<file path="src/rtl/bbu_pkg.sv">
package bbu_pkg;
  localparam int unsigned DW = 32;

  typedef enum logic [2:0] {
    REG_CTRL = 3'd0,
    REG_AVAL = 3'd1,
    REG_DVAL = 3'd2,
    REG_XVAL = 3'd3,
    REG_CNT  = 3'd4
  } reg_e;

  typedef enum logic [1:0] {
    SZ_BYTE = 2'd0,
    SZ_WORD = 2'd1,
    SZ_LONG = 2'd2
  } size_e;

  // Control word: bit 0 is a_en, bit 13 is xy_dat.
  typedef struct packed {
    logic       xy_dat;
    logic       xy_en;
    logic       tlb_en;
    logic       io_en;
    logic [1:0] k_sel;
    logic       k_en;
    logic       dir_rd;
    logic       dir_en;
    logic [1:0] d_size;
    logic       d_en;
    logic       a_pc;
    logic       a_en;
  } ctrl_t;

  localparam int unsigned CTRL_W = $bits(ctrl_t);
endpackage

</file>
<file path="src/rtl/bbu_chan_cfg.sv">
module bbu_chan_cfg
  import bbu_pkg::*;
#(
  parameter int unsigned AW = 32,
  parameter int unsigned CW = 16
) (
  input  logic          clk,
  input  logic          rst_n,
  input  logic          sel,
  input  logic [2:0]    reg_idx,
  input  logic [DW-1:0] wdata,
  output ctrl_t         ctrl,
  output logic [AW-1:0] aval,
  output logic [DW-1:0] dval,
  output logic [AW-1:0] xval,
  output logic          arm,
  output logic [CW-1:0] cnt_ld
);
  ctrl_t         ctrl_q, ctrl_n;
  logic [AW-1:0] aval_q, aval_n, xval_q, xval_n;
  logic [DW-1:0] dval_q, dval_n;

  always_comb begin
    ctrl_n = ctrl_q;
    aval_n = aval_q;
    dval_n = dval_q;
    xval_n = xval_q;
    if (sel) begin
      case (reg_idx)
        REG_CTRL: ctrl_n = ctrl_t'(wdata[CTRL_W-1:0]);
        REG_AVAL: aval_n = wdata[AW-1:0];
        REG_DVAL: dval_n = wdata;
        REG_XVAL: xval_n = wdata[AW-1:0];
        default:  ;
      endcase
    end
  end

  always_ff @(posedge clk or negedge rst_n) begin
    if (!rst_n) begin
      ctrl_q <= '0;
      aval_q <= '0;
      dval_q <= '0;
      xval_q <= '0;
    end else if (sel) begin
      ctrl_q <= ctrl_n;
      aval_q <= aval_n;
      dval_q <= dval_n;
      xval_q <= xval_n;
    end
  end

  assign ctrl   = ctrl_q;
  assign aval   = aval_q;
  assign dval   = dval_q;
  assign xval   = xval_q;
  assign arm    = sel && (reg_idx == REG_CNT);
  assign cnt_ld = wdata[CW-1:0];
endmodule

</file>
<file path="src/rtl/bbu_match.sv">
module bbu_match
  import bbu_pkg::*;
#(
  parameter int unsigned AW      = 32,
  parameter logic [31:0] IO_BASE = 32'hA400_0000,
  parameter logic [31:0] IO_MASK = 32'hFF00_0000
) (
  input  ctrl_t         ctrl,
  input  logic [AW-1:0] aval,
  input  logic [DW-1:0] dval,
  input  logic [AW-1:0] xval,
  input  logic          bus_valid,
  input  logic [AW-1:0] bus_addr,
  input  logic [DW-1:0] bus_data,
  input  logic [1:0]    bus_size,
  input  logic          bus_rd,
  input  logic [1:0]    bus_kind,
  input  logic          pc_step,
  input  logic [AW-1:0] pc_addr,
  input  logic          xy_valid,
  input  logic [AW-1:0] xy_addr,
  input  logic [DW-1:0] xy_data,
  input  logic          tlb_load,
  output logic          hit
);
  logic [7:0]  lane_b;
  logic [15:0] lane_h;
  logic        data_eq, kind_eq;
  logic        a_ok, d_ok, dir_ok, k_ok, io_ok, tlb_ok, xy_ok, any_en;

  // Big-endian lane pick: the lowest address holds the most significant byte.
  always_comb begin
    case (bus_addr[1:0])
      2'd0:    lane_b = bus_data[31:24];
      2'd1:    lane_b = bus_data[23:16];
      2'd2:    lane_b = bus_data[15:8];
      default: lane_b = bus_data[7:0];
    endcase
    lane_h = bus_addr[1] ? bus_data[15:0] : bus_data[31:16];
    case (size_e'(ctrl.d_size))
      SZ_BYTE: data_eq = (lane_b == dval[7:0]);
      SZ_WORD: data_eq = (lane_h == dval[15:0]);
      SZ_LONG: data_eq = (bus_data == dval);
      default: data_eq = 1'b0;
    endcase
    case (ctrl.k_sel)
      2'd0:    kind_eq = (bus_kind == 2'd0) || (bus_kind == 2'd1);
      2'd1:    kind_eq = (bus_kind == 2'd1);
      2'd2:    kind_eq = (bus_kind == 2'd2);
      default: kind_eq = 1'b0;
    endcase
  end

  always_comb begin
    a_ok   = !ctrl.a_en || (ctrl.a_pc ? (pc_step && (pc_addr == aval))
                                      : (bus_valid && (bus_addr == aval)));
    d_ok   = !ctrl.d_en || (bus_valid && (bus_size == ctrl.d_size) && data_eq);
    dir_ok = !ctrl.dir_en || (bus_valid && (bus_rd == ctrl.dir_rd));
    k_ok   = !ctrl.k_en || (bus_valid && kind_eq);
    io_ok  = !ctrl.io_en ||
             (bus_valid && ((32'(bus_addr) & IO_MASK) == IO_BASE));
    tlb_ok = !ctrl.tlb_en || tlb_load;
    xy_ok  = !ctrl.xy_en ||
             (xy_valid && (ctrl.xy_dat ? (xy_data == DW'(xval)) : (xy_addr == xval)));
    any_en = ctrl.a_en || ctrl.d_en || ctrl.dir_en || ctrl.k_en ||
             ctrl.io_en || ctrl.tlb_en || ctrl.xy_en;
    hit    = any_en && a_ok && d_ok && dir_ok && k_ok && io_ok && tlb_ok && xy_ok;
  end
endmodule

</file>
<file path="src/rtl/bbu_pass_cnt.sv">
module bbu_pass_cnt #(
  parameter int unsigned CW = 16
) (
  input  logic          clk,
  input  logic          rst_n,
  input  logic          arm,
  input  logic [CW-1:0] cnt_ld,
  input  logic          hit,
  output logic          brk
);
  logic [CW-1:0] cnt_q, cnt_n;
  logic          armed_q, armed_n;
  logic          fire;

  always_comb begin
    cnt_n   = cnt_q;
    armed_n = armed_q;
    fire    = 1'b0;
    if (arm) begin
      cnt_n   = cnt_ld;
      armed_n = 1'b1;
    end else if (armed_q && hit) begin
      if (cnt_q <= CW'(1)) begin
        fire    = 1'b1;
        armed_n = 1'b0;
      end else begin
        cnt_n = cnt_q - CW'(1);
      end
    end
  end

  always_ff @(posedge clk or negedge rst_n) begin
    if (!rst_n) begin
      cnt_q   <= '0;
      armed_q <= 1'b0;
      brk     <= 1'b0;
    end else begin
      cnt_q   <= cnt_n;
      armed_q <= armed_n;
      brk     <= fire;
    end
  end
endmodule

</file>
<file path="src/rtl/bus_break_unit.sv">
module bus_break_unit
  import bbu_pkg::*;
#(
  parameter int unsigned NCH     = 3,
  parameter int unsigned AW      = 32,
  parameter int unsigned CW      = 16,
  parameter logic [31:0] IO_BASE = 32'hA400_0000,
  parameter logic [31:0] IO_MASK = 32'hFF00_0000
) (
  input  logic                    clk,
  input  logic                    rst_n,
  input  logic                    bus_valid,
  input  logic [AW-1:0]           bus_addr,
  input  logic [DW-1:0]           bus_data,
  input  logic [1:0]              bus_size,
  input  logic                    bus_rd,
  input  logic [1:0]              bus_kind,
  input  logic                    pc_step,
  input  logic [AW-1:0]           pc_addr,
  input  logic                    xy_valid,
  input  logic [AW-1:0]           xy_addr,
  input  logic [DW-1:0]           xy_data,
  input  logic                    tlb_load,
  input  logic                    cfg_we,
  input  logic [$clog2(NCH)-1:0]  cfg_chan,
  input  logic [2:0]              cfg_reg,
  input  logic [DW-1:0]           cfg_wdata,
  output logic [NCH-1:0]          brk
);
  localparam int unsigned CHW = $clog2(NCH);

  logic rst_meta, rst_sync;

  always_ff @(posedge clk or negedge rst_n) begin
    if (!rst_n) begin
      rst_meta <= 1'b0;
      rst_sync <= 1'b0;
    end else begin
      rst_meta <= 1'b1;
      rst_sync <= rst_meta;
    end
  end

  for (genvar ch = 0; ch < NCH; ch++) begin : g_ch
    ctrl_t         ctrl;
    logic [AW-1:0] aval, xval;
    logic [DW-1:0] dval;
    logic          sel, arm, hit;
    logic [CW-1:0] cnt_ld;

    assign sel = cfg_we && (cfg_chan == CHW'(ch));

    bbu_chan_cfg #(.AW(AW), .CW(CW)) u_cfg (
      .clk(clk), .rst_n(rst_sync), .sel(sel), .reg_idx(cfg_reg),
      .wdata(cfg_wdata), .ctrl(ctrl), .aval(aval), .dval(dval),
      .xval(xval), .arm(arm), .cnt_ld(cnt_ld)
    );

    bbu_match #(.AW(AW), .IO_BASE(IO_BASE), .IO_MASK(IO_MASK)) u_match (
      .ctrl(ctrl), .aval(aval), .dval(dval), .xval(xval),
      .bus_valid(bus_valid), .bus_addr(bus_addr), .bus_data(bus_data),
      .bus_size(bus_size), .bus_rd(bus_rd), .bus_kind(bus_kind),
      .pc_step(pc_step), .pc_addr(pc_addr), .xy_valid(xy_valid),
      .xy_addr(xy_addr), .xy_data(xy_data), .tlb_load(tlb_load), .hit(hit)
    );

    bbu_pass_cnt #(.CW(CW)) u_cnt (
      .clk(clk), .rst_n(rst_sync), .arm(arm), .cnt_ld(cnt_ld),
      .hit(hit), .brk(brk[ch])
    );
  end
endmodule

</file>
<file path="config.mk">
export PLATFORM = sky130hd
export DESIGN_NAME = bus_break_unit
export DESIGN_NICKNAME = d
export VERILOG_FILES = /design/src/rtl/bbu_pkg.sv /design/src/rtl/bbu_chan_cfg.sv /design/src/rtl/bbu_match.sv /design/src/rtl/bbu_pass_cnt.sv /design/src/rtl/bus_break_unit.sv
export SDC_FILE = /design/constraint.sdc
export NUM_CORES = 1
export LEC_CHECK = 0
export BUFFER_PORTS_ARGS = -buffer_cell sky130_fd_sc_hd__buf_2
export CAP_MARGIN = 15
export CORE_UTILIZATION = 50
export CTS_CLUSTER_SIZE = 20
export DETAILED_ROUTE_END_ITERATION = 6
export PLACE_DENSITY = 0.7
export SETUP_SLACK_MARGIN = 0.02
export SLEW_MARGIN = 40
export SYNTH_ARGS = -nofsm -noshare
export SYNTH_HDL_FRONTEND = slang
export SYNTH_SLANG_ARGS = --single-unit
</file>
<file path="constraint.sdc">
create_clock -name clk -period 14.3 [get_ports clk]
set_clock_uncertainty 0.15 [all_clocks]
set_input_delay 1.43 -clock clk [delete_from_list [all_inputs] [get_ports clk]]
set_output_delay 1.43 -clock clk [all_outputs]
set_load 0.03 [all_outputs]
</file>
* Word level (Yosys, flattened, before mapping)
Index checks and enable logic that the tools add are counted.
Operators by class: $add $sub $neg 3, order comparisons 3, eq/ne operators 53, muxes and demuxes 41, reductions and logical operators 147
Operators by type and width (count):
- equality test 32 bit | 15
- two-way mux 16 bit | 10
- logical AND 1 bit | 52
- equality test 16 bit | 3
- less-or-equal comparator 16 x 1 -> 1 bit, second input constant | 3
- subtractor 16 x 1 -> 16 bit, second input constant | 3
- logical OR 1 bit | 40
- AND reduction 2 bit | 18
- equality test 8 bit | 3
- two-way mux 1 bit | 24
- one-hot mux 8 bit (3 select lines) | 1
- logical NOT 1 bit | 21
- equality test 2 x 1 -> 1 bit, second input constant | 9
- equality test 2 bit, second input constant | 9
- logical NOT 2 bit | 9
- one-hot mux 1 bit (3 select lines) | 6
- nonzero test 2 bit | 6
- equality test 8 bit, second input constant | 1
- equality test 2 bit | 3
- equality test 3 x 2 -> 1 bit, second input constant | 2
- inequality test 2 bit, second input constant | 3
- equality test 1 bit | 3
- equality test 3 x 1 -> 1 bit, second input constant | 1
- equality test 3 bit, second input constant | 1
- logical NOT 3 bit | 1
Word-level totals: register bits after elaboration 386, bits of input ports 209, output and inout port bits 3, word-level logic and storage cells 303

* Longest topological paths before layout
Gate-level depths: netlist of the first run.
depth after elaboration 16, mapped depth 12, depth with buffers taken out 9

* By module
Synthesis of the first run repeated with hierarchy kept, for this count alone.
Second synthesis, totals: cells, all modules 2001, area total of the unflattened synthesis 23562.6 um^2
By module, submodules not included:
- bbu_chan_cfg | times used 3, cells each 254, area each 4334.2 um^2, seq. area each 2752.6 um^2
- bbu_match | times used 3, cells each 287, area each 2396.0 um^2, seq. area each 0.0 um^2
- bbu_pass_cnt | times used 3, cells each 124, area each 1096.1 um^2, seq. area each 450.4 um^2
- bus_break_unit | times used 1, cells each 6, area each 83.8 um^2, seq. area each 50.0 um^2

* Worst setup path after synthesis of the first run
Ideal clock, no wire load.
kind input to register, from input bus_addr[1], to register g_ch[0].u_cnt.cnt_q[5], library setup time 0.137 ns, data arrival time 3.879 ns, required time 14.013 ns, slack 10.134 ns, stages 12, path buffers 3, cells stage by stage buf_2 buf_4 mux2i_1 xnor2_1 nor4_1 nand4_1 o41ai_1 a31oi_1 buf_2 or4b_1 a32oi_1 a21oi_1
Between the ends: longest elaborated chain between the ends 15, elaborated cells on any way between the ends 24, those cells by class eq/ne: 5; mux: 4; reduce/logical: 15
RTL lines:
- start, declared | line bus_break_unit.sv:13 | input logic [AW-1:0] bus_addr,
- equality test 2 bit (tied with other cells) | line bbu_match.sv:33 | case (bus_addr[1:0])
- one-hot mux 8 bit (3 select lines) | line bbu_match.sv:33
- equality test 8 bit | line bbu_match.sv:41 | SZ_BYTE: data_eq = (lane_b == dval[7:0]);
- one-hot mux 1 bit (3 select lines) | line bbu_match.sv:40 | case (size_e'(ctrl.d_size))
- logical AND 1 bit | line bbu_match.sv:57 | d_ok = !ctrl.d_en || (bus_valid && (bus_size == ctrl.d_size) && data_eq);
- logical OR 1 bit | line bbu_match.sv:57
- logical AND 1 bit (*) (6 in a row) | line bbu_match.sv:67 | hit = any_en && a_ok && d_ok && dir_ok && k_ok && io_ok && tlb_ok && xy_ok;
- logical AND 1 bit (*) | line bbu_pass_cnt.sv:22 | end else if (armed_q && hit) begin
- nonzero test 2 bit (no line) (*)
- AND reduction 2 bit (no line) (*)
- end signal, assigned | line bbu_pass_cnt.sv:38 | cnt_q <= cnt_n;
- end, declared | line bbu_pass_cnt.sv:11 | logic [CW-1:0] cnt_q, cnt_n;
Every way passes the cells marked *; elsewhere a longest branch is shown, timed or not. A chain may end at the register's enable or synchronous reset.

* Worst setup path in the final report of the first run
from register g_ch[0].u_cfg.ctrl_q, in the netlist g_ch[0].u_cfg.ctrl[13], to register g_ch[0].u_cnt.cnt_q[6]
Between the ends: longest elaborated chain between the ends 7
RTL lines:
- start, declared | line bbu_chan_cfg.sv:19 | ctrl_t ctrl_q, ctrl_n;
- start signal, assigned | line bbu_chan_cfg.sv:46 | ctrl_q <= ctrl_n;
- two-way mux 1 bit | line bbu_match.sv:64 | (xy_valid && (ctrl.xy_dat ? (xy_data == DW'(xval)) : (xy_addr == xval)));
- logical AND 1 bit | line bbu_match.sv:64
- logical OR 1 bit | line bbu_match.sv:63 | xy_ok = !ctrl.xy_en ||
- logical AND 1 bit | line bbu_match.sv:67
- logical AND 1 bit | line bbu_pass_cnt.sv:22
- nonzero test 2 bit (no line)
- AND reduction 2 bit (no line)
No other way between the ends.

==> results.toml, run 1 <==
[outcome]
status = "complete, no violations"

[detailed_routing]
vias = 16900
first_pass_iters = 7
dr_wl_met2_mm = 34.3
met1_length_mm = 32.1
avgViaCountPerCell = 6.08
wl_per_cell_um = 26.8
route.final.wire_length_mm = 74.5
ant_nets = 0
dr_wl_met3_mm = 5.32
drc_errors = 0
drt_iter0_markers = 1660
routed.top_layer = "met5"

[timing]
finalSetupViolations = 0
hold_viol = 0
slew_headroom_pct = 42.1
clock.fmax_mhz = 216
worst_slew_pin_slew_ps = 861
post-route-period-util_pct = 32.3
tns_ps = 0
rsz0062_at_grt = "false"
finalCriticalPeriod_ps = 4620
slew_violations = 0

[cts]
cts-root-buf = "clkbuf_16"
cts_htree_levels = 2
cts_buffer_depth = 3
post_cts_buffers = 0
tritoncts = "built"
ctsHoldBuffers = 0
clkTransAtPathRegs_ps = 60
cts_buffers = 45
postCtsResizedCells = 0
clk_latency_ps = 580
clock-sinks = 386

[logic_synthesis]
seq_area_frac_synth_pct = 43.1
synth_nets = 2166
synth_compound_area_share_pct = 4.28
synthTopCellsByCount = "dfrtp_1 (386), mux2_2 (332), xnor2_1 (239), xor2_1 (224), mux2i_1 (114)"
synth-seq-cells = 386
ys.flop_type = "dfrtp_1"
yosysWarningCount = 0
synth_area_leaders = "dfrtp_1 (43%), mux2_2 (17%), xnor2_1 (9.3%)"
synth_top_family_by_area = "multiplexers"
synth_top_area_share_pct = 43.1
synth-simple-area-share_pct = 9.82
synthCells = 1951
synthAdderAreaFrac_pct = 0.335
avgSynthCellArea_sq_um = 11.5
muxShareOfSynthArea_pct = 22.6
async_flop_share_pct = 100
yosysMostFrequentCell = "dfrtp_1"
post-synth-top-area-cell = "dfrtp_1"
synth_edf_count = 0
synth_cell_types = 74
yosys.area_share.xor_xnor_pct = 18.1
synth_area_sq_mm = 0.0224

[worst_setup_path]
worstPathRequired_ps = 14620
cp-end-kind = "flip-flop"
start_kind = "flip-flop"
path_class = "reg2reg"
arrival_ps = 4940
crit_fanout = 28

[layout]
nets = 2364
fillers = 3713
drive_gt1_share_pct = 30.8
final_cell_area_sq_mm = 0.0257
area_growth_pct = 14.8

[die]
start_util_pct = 50.7
coreArea_sq_mm = 0.0442
ios = 212
die_w_um = 214
num_rows = 77
dieArea_sq_mm = 0.0457
die_y_um = 214

[placement]
dpl_cell_area_sq_mm = 0.0241
io_buffers = 211
gp_congestion = 0.996
dp_hpwl_mm = 54.0

[global_routing]
globalRoute.totalOverflow = 0
grt_max_degree = 79
track_usage_pct = 33.4
grt_pass1_vias = 17000
grt_first_pass_wirelength_mm = 111
antenna_found_initial = 13

[min_path]
hold_class = "reg2async"

[power]
leakage_nw = 11.1
powerDensity_mw_per_mm2 = 147
ir_drop_v = 0.0000834

[flow_run]
drv_cap = 0
==> state kept, by name, indices dropped and copies added (netlist names) <==
register	count
g_ch.u_cfg.aval	96
g_ch.u_cfg.ctrl	42
g_ch.u_cfg.dval	96
g_ch.u_cfg.xval	96
g_ch.u_cnt.armed_q	3
g_ch.u_cnt.brk	3
g_ch.u_cnt.cnt_q	48
rst_meta	1
rst_sync	1
==> per-stage QoR <==
stage	worst slack [ps]	total power [mW]	cells	utilization, %	hold slack (ps)
finish	9680	3.77	2779	58.2	172
CTS	9660	3.78	2773	58.1	183
floorplan	2600	2.20	1951	-	181
global route	9560	3.94	2778	58.2	208
detailed placement	9040	2.53	2694	54.5	186
global placement	9070	2.50	2690	54.3	176
==> area by class of cell <==
type / instances / area [sq um] / area share [%]
Inverter: 15 / 56.3 / 0.219
Clock inverter: 11 / 220 / 0.855
Antenna cell: 6 / 15.0 / 0.0583
Sequential cell: 386 / 9670 / 37.6
Clock buffer: 68 / 1370 / 5.34
Multi-Input combinational cell: 1468 / 12400 / 48.1
Timing Repair Buffer: 233 / 1290 / 5.01
Tap cell: 592 / 741 / 2.88
==> placed cells by master (no fill, tap or decap), types with 9 or more instances in the layout <==
| cell type | count |
|---|---|
| a21oi_1 | 26 |
| a31oi_1 | 17 |
| buf_2 | 210 |
| buf_4 | 15 |
| clkbuf_16 | 46 |
| clkbuf_8 | 14 |
| dfrtp_1 | 382 |
| inv_1 | 15 |
| mux2_2 | 332 |
| mux2i_1 | 114 |
| nand2_1 | 57 |
| nand2b_1 | 9 |
| nand3_1 | 25 |
| nand4_1 | 49 |
| nor2_1 | 75 |
| nor3_1 | 35 |
| nor4_1 | 91 |
| o21ai_0 | 25 |
| o31ai_1 | 14 |
| or4_1 | 12 |
| xnor2_1 | 239 |
| xor2_1 | 224 |
==> report_power, final <==
part           switching, mW  internal, mW  leakage [nW]
registers              0.243          1.32          4.89
clock network          0.471         0.768         0.785
logic                  0.491         0.476          5.48
total                   1.21          2.57          11.1
==> cells by family after synthesis <==
family | after synthesis
flip-flops | 386
AO/OA/AOI/OAI | 139
AND/OR/NAND/NOR | 405
multiplexers | 454
other | 1
XOR/XNOR | 463
buffers and inverters | 97
adder cells (fa/ha/maj) | 6
==> per-layer routing <==
layer,up-vias,GRT usage [%]
li1,7419,-
met1,8681,46.7
met2,653,52.2
met3,135,5.48
met4,8,12.1
met5,-,0
==> path summary, 6_finish.rpt <==
| check | from | end | slack [ps] | cells after the start |
|---|---|---|---|---|
| setup / recovery | g_ch[0].u_cfg.ctrl[13] | g_ch[0].u_cnt.cnt_q[6] | 9680 | 11 |
| hold / removal | rst_sync | g_ch[1].u_cfg.dval[16] | 170 | 0 |
| setup reg to reg | g_ch[0].u_cfg.ctrl[13] | g_ch[0].u_cnt.cnt_q[6] | 9680 | 11 |
| hold reg to reg | rst_sync | g_ch[1].u_cfg.dval[16] | 170 | 0 |
| max in group asynchronous | rst_sync | g_ch[0].u_cfg.ctrl[13] | 12100 | 2 |
| min in group clk | rst_meta | rst_sync | 200 | 0 |
==> critical path, cell delays in order, from the launching register on <==
cell      delay, ps
dfrtp_2         470
buf_4           520
mux2i_1         300
xnor2_1         110
nor4_1          540
nand3_1         280
o31ai_1         530
o211ai_1        370
buf_4           280
nor2_1          470
a21boi_0        190
o31a_1          270
Note: power is estimated with default switching activity, not from simulation.
==> inputs of run 2 (changes only) <==
--- a/config.mk
+++ b/config.mk
@@ -5,6 +5,7 @@
 export SDC_FILE = /design/constraint.sdc
 export NUM_CORES = 1
 export LEC_CHECK = 0
+export ABC_AREA = 1
 export BUFFER_PORTS_ARGS = -buffer_cell sky130_fd_sc_hd__buf_2
 export CAP_MARGIN = 15
 export CORE_UTILIZATION = 50
==> constraint.sdc (replaced) <==
create_clock -name clk -period 4.3 [get_ports clk]
set_clock_uncertainty 0.15 [all_clocks]
set_input_delay 0.43 -clock clk [delete_from_list [all_inputs] [get_ports clk]]
set_output_delay 0.43 -clock clk [all_outputs]
set_load 0.03 [all_outputs]
==> run 2 against run 1 <==
  * Synthesized cell count is 87% higher
  * Core utilization fell by 0.60 points
  * Routed wire length is 5.2% higher
  * Register-to-register slack got worse by 8800 ps
  * Count of clock-buffer cells in the layout is 5 lower
  * Largest power group unchanged
  * First-iteration DRC count is 47% higher
  * Fmax is 34% higher
  * Highest routed layer unchanged
  * Flip-flop and latch count is the same
  * Critical endpoint is now g_ch[1].u_cnt.cnt_q[11]
  * Critical path type unchanged
  * Clock power increased to 3.4 times the previous value
  * Area after synthesis is 9.9% higher
  * Non-clock buffer count unchanged
==> results.toml, run 2 <==
[outcome]
status = "complete, no violations"

[power]
p_sw_share_pct = 36.0
leakage_nw = 13.9
intPower_mw = 8.55
p_clk_share_pct = 31.3
powerDensity_mw_per_mm2 = 482
total_power_mw = 13.4
ir_drop_v = 0.000313
comb_power_share_pct = 29.1
p_sw_mw = 4.81
seq_power_share_pct = 39.6

[global_routing]
grt_first_pass_wirelength_mm = 124
grt_max_degree = 83
antenna_found_initial = 7
grt_pass1_vias = 22200
track_usage_pct = 31.8
globalRoute.totalOverflow = 0

[worst_setup_path]
path_class = "reg2reg"
critPathMostFrequentCell = "nand2_1"
worstPathCellList = "inv_1 -> nand2_1 -> nand2_1 -> nand2_1 -> o21ai_0 -> nor2_1 -> nand2_1 -> nor2_1 -> nand3_1 -> nor2_1 -> nor2_1 -> nor2_1 -> nand2_2 -> nand2_4 -> nand2_4 -> nand2_1 -> nand2_1"
crit_fanout = 47
slowest_delay_ps = 880
crit_family = "simple AND/OR/NAND/NOR gates"
regToRegSetupSlack_ps = 860
worstPathRequired_ps = 4630
critPathSlowestCell = "dfrtp_2"
critPathBufInv = 1
start_kind = "flip-flop"
cp-end-kind = "flip-flop"
arrival_ps = 3770

[logic_synthesis]
synthTopCellsByCount = "nand2_1 (1,291), o21ai_0 (489), dfrtp_1 (386), inv_1 (372), nor2_1 (265)"
synth_top_area_share_pct = 39.2
synth-seq-cells = 386
async_flop_share_pct = 100
synth_area_leaders = "dfrtp_1 (39%), nand2_1 (20%), o21ai_0 (9.9%)"
synthCells = 3651
synth_edf_count = 0
yosysMostFrequentCell = "nand2_1"
yosysWarningCount = 0
synth_nets = 3866
avgSynthCellArea_sq_um = 6.75
synth_area_sq_mm = 0.0246
synth_cell_types = 39
ys.flop_type = "dfrtp_1"
post-synth-top-area-cell = "dfrtp_1"
seq_area_frac_synth_pct = 39.2

[placement]
pre_cts_ws_ps = 908
io_buffers = 211
gp_congestion = 0.953
dp_hpwl_mm = 56.3

[cts]
clk_latency_ps = 590
clkTransAtPathRegs_ps = 60
cts_buffer_depth = 3
tritoncts = "built"
postCtsResizedCells = 0
cts_buffers = 44
post_cts_buffers = 0
clock-sinks = 386
cts-root-buf = "clkbuf_16"
cts_htree_levels = 2
ctsHoldBuffers = 2

[layout]
area_growth_pct = 12.6
fillers = 4722
final_common_cell = "nand2_1"
multi_input_area_sq_mm = 0.0129
nets = 4004
final-seq-area_sq_mm = 0.00967
layout_common_cells = "nand2_1 (1,280), o21ai_0 (489), dfrtp_1 (382)"
drive_gt1_share_pct = 9.76

[detailed_routing]
drt_iter0_markers = 2435
wl_per_cell_um = 17.5
vias = 24100
first_pass_iters = 6
route.final.wire_length_mm = 78.4
drc_errors = 0
avgViaCountPerCell = 5.37
ant_nets = 0

[die]
coreArea_sq_mm = 0.0481
die_y_um = 224
num_rows = 80
dieArea_sq_mm = 0.0502
start_util_pct = 51.2
ios = 212
die_w_um = 224

[timing]
worst_slew_pin_slew_ps = 859
slew_headroom_pct = 42.6
rsz0062_at_grt = "false"
finalSetupViolations = 0
tns_ps = 0
finalCriticalPeriod_ps = 3440
clock.fmax_mhz = 290
post-route-period-util_pct = 80.1
fin_ws_ps = 857
hold_viol = 0
whs_ps = 76.9
slew_violations = 0

[flow_run]
drv_cap = 0

[min_path]
hold_class = "in2reg"
## run 2: cell count changes in the layout (fill, tap and decap cells not counted), sizes merged, moves of 86 or more
cell   previous run  this run
nand2            60      1312
o21ai            25       502
inv              15       379
mux2            332         0
nand3            25       236
nor2             79       266
xor2            224        52
mux2i           114         0
xnor2           239       128
nor4             93         7
## run 2: worst paths after layout
| kind | from | endpoint | depth (start not counted) |
|---|---|---|---|
| min in group asynchronous | rst_sync | g_ch[1].u_cfg.aval[17] | 0 |
| worst min-delay path | cfg_wdata[0] | g_ch[2].u_cnt.cnt_q[0] | 5 |
| worst max register to register | g_ch[1].u_cfg.ctrl[13] | g_ch[1].u_cnt.cnt_q[11] | 17 |
| worst min register to register | rst_sync | g_ch[1].u_cfg.aval[17] | 0 |
| max in group asynchronous | rst_sync | g_ch[2].u_cfg.xval[28] | 1 |
| worst max-delay path | g_ch[1].u_cfg.ctrl[13] | g_ch[1].u_cnt.cnt_q[11] | 17 |
## run 2: metrics by stage
step	util, %	cell area (sq um)	std cells
2_1_floorplan	-	24600	3651
3_3_place_gp	54.1	26100	4396
3_5_place_dp	54.2	26100	4396
4_1_cts	57.6	27700	4478
5_1_grt	57.6	27700	4479
6_report	57.6	27700	4481
## run 2: worst register-to-register path, delay by kind of cell (launching register included)
kind | cells | cell delay, ps
AO/OA/AOI/OAI | 1 | 70
buffers and inverters | 1 | 340
flip-flops | 1 | 880
AND/OR/NAND/NOR | 15 | 1910
## run 2: logic make-up (layout without fill, tap and decap cells)
kind of cell               count (synthesis)  count (layout)  synth area share, %
and+or+nand+nor                         1946            1946                 32.5
DFF                                      386             386                 39.2
buffers and inverters                    521             693                 8.47
AOI/OAI and AO/OA                        611             611                 13.1
xor gates and xnor gates                 180             180                 6.40
adders and majority gates                  6               6                0.305
other                                      1               3               0.0152
## run 2: routing by layer
layer  up-vias  global-route usage (%)  wire [um]
met5         -                       0          9
met1     11200                    45.6      35900
met2       810                    50.2      34900
met3       123                    3.61       5280
met4         2                    9.81       2310
li1      11900                       -          -
## run 2: area by class of cell
cell class / instances / share of cell area (%)
Antenna cell: 2 / 0.0180
Clock buffer: 63 / 4.81
Clock inverter: 17 / 0.997
Inverter: 380 / 5.15
Multi-Input combinational cell: 2744 / 46.7
Sequential cell: 386 / 34.8
Tap cell: 656 / 2.96
Timing Repair Buffer: 233 / 4.56
## run 2: power groups by stage
stage	sequential, mW	combinational, mW	clock (mW)
3_3_place_gp	5.31	3.77	0
3_5_place_dp	5.31	3.85	0
6_report	5.29	3.89	4.18
5_1_grt	5.40	4.50	4.38
4_1_cts	5.26	3.87	4.24
2_1_floorplan	5.08	3.04	0
